## src/rtl/vc_mul4.sv

```systemverilog
module vc_mul4 (
  input  logic [3:0] a_op,
  input  logic [3:0] b_op,
  output logic [7:0] prod
);

  localparam int HW    = 2;
  localparam int CW    = 2 * HW;
  localparam int NCELL = 4;

  logic [CW-1:0] cell_r [NCELL];
  logic [5:0]    upper;

  for (genvar k = 0; k < NCELL; k++) begin : g_cell
    localparam int AO = (k % 2) * HW;
    localparam int BO = (k / 2) * HW;
    logic [HW-1:0] ca, cb;
    logic          pp00, pp01, pp10, pp11;
    logic          s1, c1, s2, c2;

    assign ca   = a_op[AO +: HW];
    assign cb   = b_op[BO +: HW];
    assign pp00 = ca[0] & cb[0];
    assign pp01 = ca[0] & cb[1];
    assign pp10 = ca[1] & cb[0];
    assign pp11 = ca[1] & cb[1];

    assign s1 = pp01 ^ pp10;
    assign c1 = pp01 & pp10;
    assign s2 = pp11 ^ c1;
    assign c2 = pp11 & c1;

    assign cell_r[k] = {c2, s2, s1, pp00};

    always_comb begin

      cell_prod_chk: assert (cell_r[k] == ({2'b00, ca} * {2'b00, cb}))
        else $error("cell %0d mismatch", k);
    end
  end

  // cell 0: low*low, 1: high(a)*low(b), 2: low(a)*high(b), 3: high*high
  assign upper = {4'b0000, cell_r[0][3:2]}
               + {2'b00, cell_r[1]}
               + {2'b00, cell_r[2]}
               + {cell_r[3], 2'b00};

  assign prod = {upper, cell_r[0][1:0]};

  always_comb begin

    full_prod_chk: assert (prod == ({4'b0000, a_op} * {4'b0000, b_op}))
      else $error("product mismatch");

    zero_operand_chk: assert (!(a_op == 4'd0 || b_op == 4'd0) || prod == 8'd0)
      else $error("zero operand gave nonzero product");

    top_bit_chk: assert (!prod[7] || (a_op[3] && b_op[3]))
      else $error("bit 7 set without both top bits");

    lsb_chk: assert (prod[0] == (a_op[0] & b_op[0]))
      else $error("lsb mismatch");
  end

endmodule

```

## config.mk

```make
export PLATFORM = sky130hd
export DESIGN_NAME = vc_mul4
export DESIGN_NICKNAME = d
export VERILOG_FILES = /design/src/rtl/vc_mul4.sv
export SDC_FILE = /design/constraint.sdc
export NUM_CORES = 1
export LEC_CHECK = 0
export BUFFER_PORTS_ARGS = -buffer_cell sky130_fd_sc_hd__buf_2
export CAP_MARGIN = 20
export CORE_AREA = 2 2 41 43
export DETAILED_ROUTE_END_ITERATION = 16
export DIE_AREA = 0 0 43 45
export GPL_TIMING_DRIVEN = 1
export SLEW_MARGIN = 20
export SYNTH_ARGS = -nofsm -noshare
export SYNTH_HDL_FRONTEND = slang
export SYNTH_SLANG_ARGS = --single-unit
export TNS_END_PERCENT = 20
```

## constraint.sdc

```tcl
create_clock -name vclk -period 2.8
set_input_delay 0.28 -clock vclk [all_inputs]
set_output_delay 0.28 -clock vclk [all_outputs]
set_load 0.05 [all_outputs]
```

==> out/results.ini, run 1 <==
[detailed_routing]
wl_per_cell_um = 10.1
drcViolationCount = 0
antenna_left = 0
avgViaCountPerCell = 4.39
vias = 413
routed_wl_um = 954
dr.first_iter.drc_count = 0
drt_pass1_iterations = 1

[timing]
rsz0062_at_grt = true
slew_headroom_pct = 83.5
drv_slew = 0
setup_viol = 0
hold_viol_final = 0
hold_ws_ns = 0.979
setup-tns-final_ns = 0
fmax_ghz = 0.364
post-route-min-period_ns = 2.75
post-route-period-util_pct = 98.2
worst_slew_pin_slew_ns = 0.249

[global_routing]
grt_pass1_wl_um = 1790
grt_max_degree = 5
antenna_found_initial = 0
use_met3_pct = 0.800
overflow = 0
grt_usage_pct = 11.7
grt_pass1_vias = 428
grtUsageMet2_pct = 22.1
busiest_layer = met2
met1_usage_pct = 15.8

[floorplan]
die_w_um = 43
start_util_pct = 33.2
core-area_sq_um = 1470
die-height_um = 45
fp-row-count = 14
ios = 16
die_area_sq_um = 1940

[final_layout]
drive_above_1_share_pct = 62.8
fill_cells = 141
seq_cell_count = 0
syn2layout_area_growth_pct = 66.7
ff_latch_area_sq_um = 0
multi_input_area_sq_um = 563
utilization_pct = 55.3
clock_buffers = 0
fin_nets = 105
finalInstanceArea_sq_um = 813
diodes = 0

[min_path]
whs_endpoint = prod[0]
hold_start = b_op[0]
worstHoldPathCells = 3
hold_path.class = in -> out

[synthesis]
yosysSeqAreaShare_pct = 0
yosysWarnings = 0
synth_cells = 60
ys_types = 12
syn-cell-area_sq_um = 488
mappedNetlistNets = 85
syn_area_per_cell_sq_um = 8.13

[critical_path]
crit_slowest_cell = fa_2
path_class = in -> out
path_cells = buf_6 -> and2_4 -> ha_4 -> ha_4 -> inv_2 -> fa_2 -> inv_2 -> ha_4 -> a21o_1 -> a21oi_2 -> xnor2_2 -> buf_6
cp.arrival_ns = 2.47
crit_path_start = a_op[3]
critPathTopFamily = adder cells
cp_max_fo = 4
worst_ep_required_time_ns = 2.52
critical_path_buf_inv_count = 4
slowest_delay_ns = 0.57
cp_common_cell = ha_4
crit_path_end_kind = primary output
critPathLaunchType = input pin

[power]
irDropWorstVdd_uv = 218
powerDensity_nw_per_um2 = 290
leakagePower_nw = 0.404

[clock_network]
hold_buffers = 0

[placed_design]
place_congestion = 0.666
hpwl_um = 785
io_buffers = 16
postPlaceCellArea_sq_um = 618

[flow_run]
max_cap_violations = 0

[outcome]
status = completed

-- how the worst max path moves through the flow --
stage,end,cells past startpoint,slack [ns]
final,prod[6],12,0.05
after global placement,prod[7],14,-0.24
after detailed placement,prod[7],14,-0.27
after floorplan,prod[5],7,-0.20
after CTS,prod[7],14,-0.03
after global routing,prod[7],11,-0.05
-- worst min-delay path, cell delays in order --
cell and delay [ns]:
buf_6 0.10, and2_1 0.12, buf_2 0.20
-- metrics by stage --
stage / worst slack [ns] / std cells / power [W]
5_1_grt: -0.0481 / 94 / 0.000255
2_1_floorplan: -0.197 / 60 / 0.000156
3_3_place_gp: -0.241 / 94 / 0.000192
3_5_place_dp: -0.267 / 94 / 0.000194
4_1_cts: -0.0337 / 94 / 0.000226
6_report: 0.0515 / 94 / 0.000236
-- per-layer routing --
metal  wire, um  up-vias
met5          0        -
met4          0        0
met3         48        0
met2        518       11
met1        387      189
li1           -      213
-- what timing repair did --
action                                  CTS  global route
hold endpoints to repair                  0             0
endpoints found under the setup margin    3             3
gates cloned                              0             0
pin swaps                                14            13
resized for setup                        35             9
buffers inserted                          0             0
-- power by group --
part | leakage, nW | switching [W] | internal, W
Clock | 0 | 0 | 0
Combinational | 0.404 | 0.000147 | 0.0000887
Sequential | 0 | 0 | 0
Total | 0.404 | 0.000147 | 0.0000887
-- cell usage after synthesis --
cell type	instances	area share, %
inv_1	16	12
and2_1	15	19
ha_1	12	31
fa_1	5	21
a21oi_2	2	3.6
buf_4	2	3.1
nor2_1	2	1.5
xnor2_1	2	3.6
a21o_1	1	1.5
nand2_1	1	0.77
nand2b_1	1	1.3
xor2_1	1	1.8
-- cell type report --
type,count,area share [%]
tap,16,2.46
timing repair buffer,20,20.9
multi-input combinational,42,69.2
inverter,16,7.38
-- layout by cell type (no fill, tap or decap), drive strengths merged --
| cell | count |
|---|---|
| buf | 20 |
| inv | 16 |
| and2 | 15 |
| ha | 12 |
| fa | 5 |
| nor2 | 2 |
| a21oi | 2 |
| xnor2 | 2 |
| nand2 | 1 |
| nand2b | 1 |
| xor2 | 1 |
| a21o | 1 |
-- logic make-up (layout without fill, tap and decap cells) --
logic type,count (synthesis),in the layout,share of synthesized area [%]
simple gates,19,19,22.8
fa+ha+maj,17,17,51.3
buf+inv,18,36,15.4
compound gates,3,3,5.13
xor+xnor,3,3,5.39
No activity file was read; power rests on OpenSTA's default activity.
==> run 2: changes to the inputs <==
--- a/config.mk
+++ b/config.mk
@@ -5,11 +5,12 @@
 export SDC_FILE = /design/constraint.sdc
 export NUM_CORES = 1
 export LEC_CHECK = 0
+export ABC_AREA = 1
 export BUFFER_PORTS_ARGS = -buffer_cell sky130_fd_sc_hd__buf_2
 export CAP_MARGIN = 20
-export CORE_AREA = 2 2 41 43
+export CORE_AREA = 4 4 44 46
 export DETAILED_ROUTE_END_ITERATION = 16
-export DIE_AREA = 0 0 43 45
+export DIE_AREA = 0 0 48 50
 export GPL_TIMING_DRIVEN = 1
 export SLEW_MARGIN = 20
 export SYNTH_ARGS = -nofsm -noshare
==> run 2 against run 1 <==
Net effect:
- power shrank 7.8%
- largest cell class unchanged
- highest routed layer unchanged
- worst setup slack gained 0.044 ns
- fmax grew 1.6%
- clock-buffer cell count is the same
==> out/results.ini, run 2 <==
[final_layout]
diodes = 0
utilization_pct = 51.8
final_common_cell = inv_1
ff_latch_area_sq_um = 0
fin_nets = 135
clock_buffers = 0
drive_above_1_share_pct = 42.6
final_cell_mix = 26 x inv_1, 18 x nand2_1, 10 x buf_4
seq_cell_count = 0
syn2layout_area_growth_pct = 48.2
finalInstanceArea_sq_um = 781

[timing]
hold_viol_final = 0
drv_slew = 0
setup_slack_ns = 0.0957
fmax_ghz = 0.370
slew_headroom_pct = 83.4
setup_viol = 0
post-route-period-util_pct = 96.6
post-route-min-period_ns = 2.70
hold_ws_ns = 0.945
worst_slew_pin_slew_ns = 0.251

[critical_path]
path_class = in -> out
critPathLaunchType = input pin
crit_path_end_kind = primary output
cp_max_fo = 2
worst_ep_required_time_ns = 2.52
cp.arrival_ns = 2.42
crit_path_start = b_op[3]

[floorplan]
die_area_sq_um = 2400
ios = 16
die-height_um = 50
core-area_sq_um = 1510
die_w_um = 48
start_util_pct = 35.0
fp-row-count = 14

[global_routing]
met1_usage_pct = 11.9
grt_usage_pct = 8.62
grtUsageMet2_pct = 15.4
overflow = 0
grt_pass1_wl_um = 1670
grt_max_degree = 5
antenna_found_initial = 0
grt_pass1_vias = 470
busiest_layer = met2
use_met3_pct = 0

[outcome]
status = completed

[placed_design]
io_buffers = 16
hpwl_um = 917
dp_slack_ns = -0.0660
place_congestion = 0.784
postPlaceCellArea_sq_um = 687

[detailed_routing]
avgViaCountPerCell = 4.24
antenna_left = 0
wl_per_cell_um = 8.22
vias = 526
dr.first_iter.drc_count = 3
routed_wl_um = 1020
drcViolationCount = 0
drt_pass1_iterations = 4

[synthesis]
syn_area_per_cell_sq_um = 6.20
yosysSeqAreaShare_pct = 0
yosys-top-cells-count = 35 x inv_1, 24 x nand2_1, 12 x ha_1
mappedNetlistNets = 110
synth_cells = 85
synthTopCellsByArea = ha_1 29%, inv_1 25%, fa_1 19%
yosysWarnings = 0
syn-cell-area_sq_um = 527
synth_top_area_cell = ha_1
ys_types = 10
synth_top_area_share_pct = 28.5
synth.most_common_cell = inv_1

[min_path]
worstHoldPathCells = 4
hold_path.class = in -> out
whs_endpoint = prod[0]
hold_start = a_op[0]

[clock_network]
postCtsSetupBuffers = 0

[flow_run]
max_cap_violations = 0

[power]
irDropWorstVdd_uv = 177
powerDensity_nw_per_um2 = 278
leakagePower_nw = 0.532

[run 2: cell families after synthesis]
| group | after synthesis | share of synthesized area, % |
|---|---|---|
| and+or+nand+nor | 30 | 23.0 |
| buffers and inverters | 37 | 27.8 |
| adders and majority gates | 17 | 47.5 |
| xor gates and xnor gates | 1 | 1.66 |
[run 2: cell type report]
cell class,count,area (sq um)
fill,161,726
inverter,35,131
multi-input combinational,48,445
tap,16,20.0
timing repair buffer,25,184
[run 2: through the flow]
step                      TNS (ns)  cells  power (W)
after CTS                        0    124   0.000206
final                            0    124   0.000217
after global routing      -0.00339    124   0.000239
after floorplan                  0     85   0.000156
after global placement    -0.00778    124   0.000198
after detailed placement   -0.0827    124   0.000201
[run 2: repair_timing]
item | in CTS | in global routing
pin swaps | 0 | 13
hold buffers | 0 | 0
gates resized for setup | 4 | 28
setup endpoints to repair | 2 | 3
[run 2: where the power goes]
group / leakage (nW) / internal (W) / switching (W)
clock network: 0 / 0 / 0
registers: 0 / 0 / 0
logic: 0.532 / 0.0000748 / 0.000142
[run 2: metal layers]
layer / wire [um] / up-vias
met5: 0 / -
met4: 0 / 0
met3: 71 / 0
met2: 521 / 17
met1: 426 / 225
li1: - / 284
[run 2: worst max path at each step]
| stage | endpoint | slack (ns) |
|---|---|---|
| after CTS | prod[7] | 0.05 |
| after global placement | prod[7] | -0.008 |
| after floorplan | prod[7] | 0.1 |
| final | prod[7] | 0.1 |
| after global routing | prod[7] | -0.003 |
| after detailed placement | prod[7] | -0.07 |
[run 2: worst max-delay path: stages]
cell and delay, ns:
buf_2 0.11, nand2_2 0.06, inv_2 0.04, ha_4 0.25
inv_2 0.03, fa_1 0.46, inv_1 0.07, ha_2 0.18
inv_2 0.04, fa_2 0.38, inv_1 0.06, nand2_1 0.05
nand2_1 0.08, nand2_1 0.06, nand2_1 0.05, nand2_1 0.06
buf_6 0.15
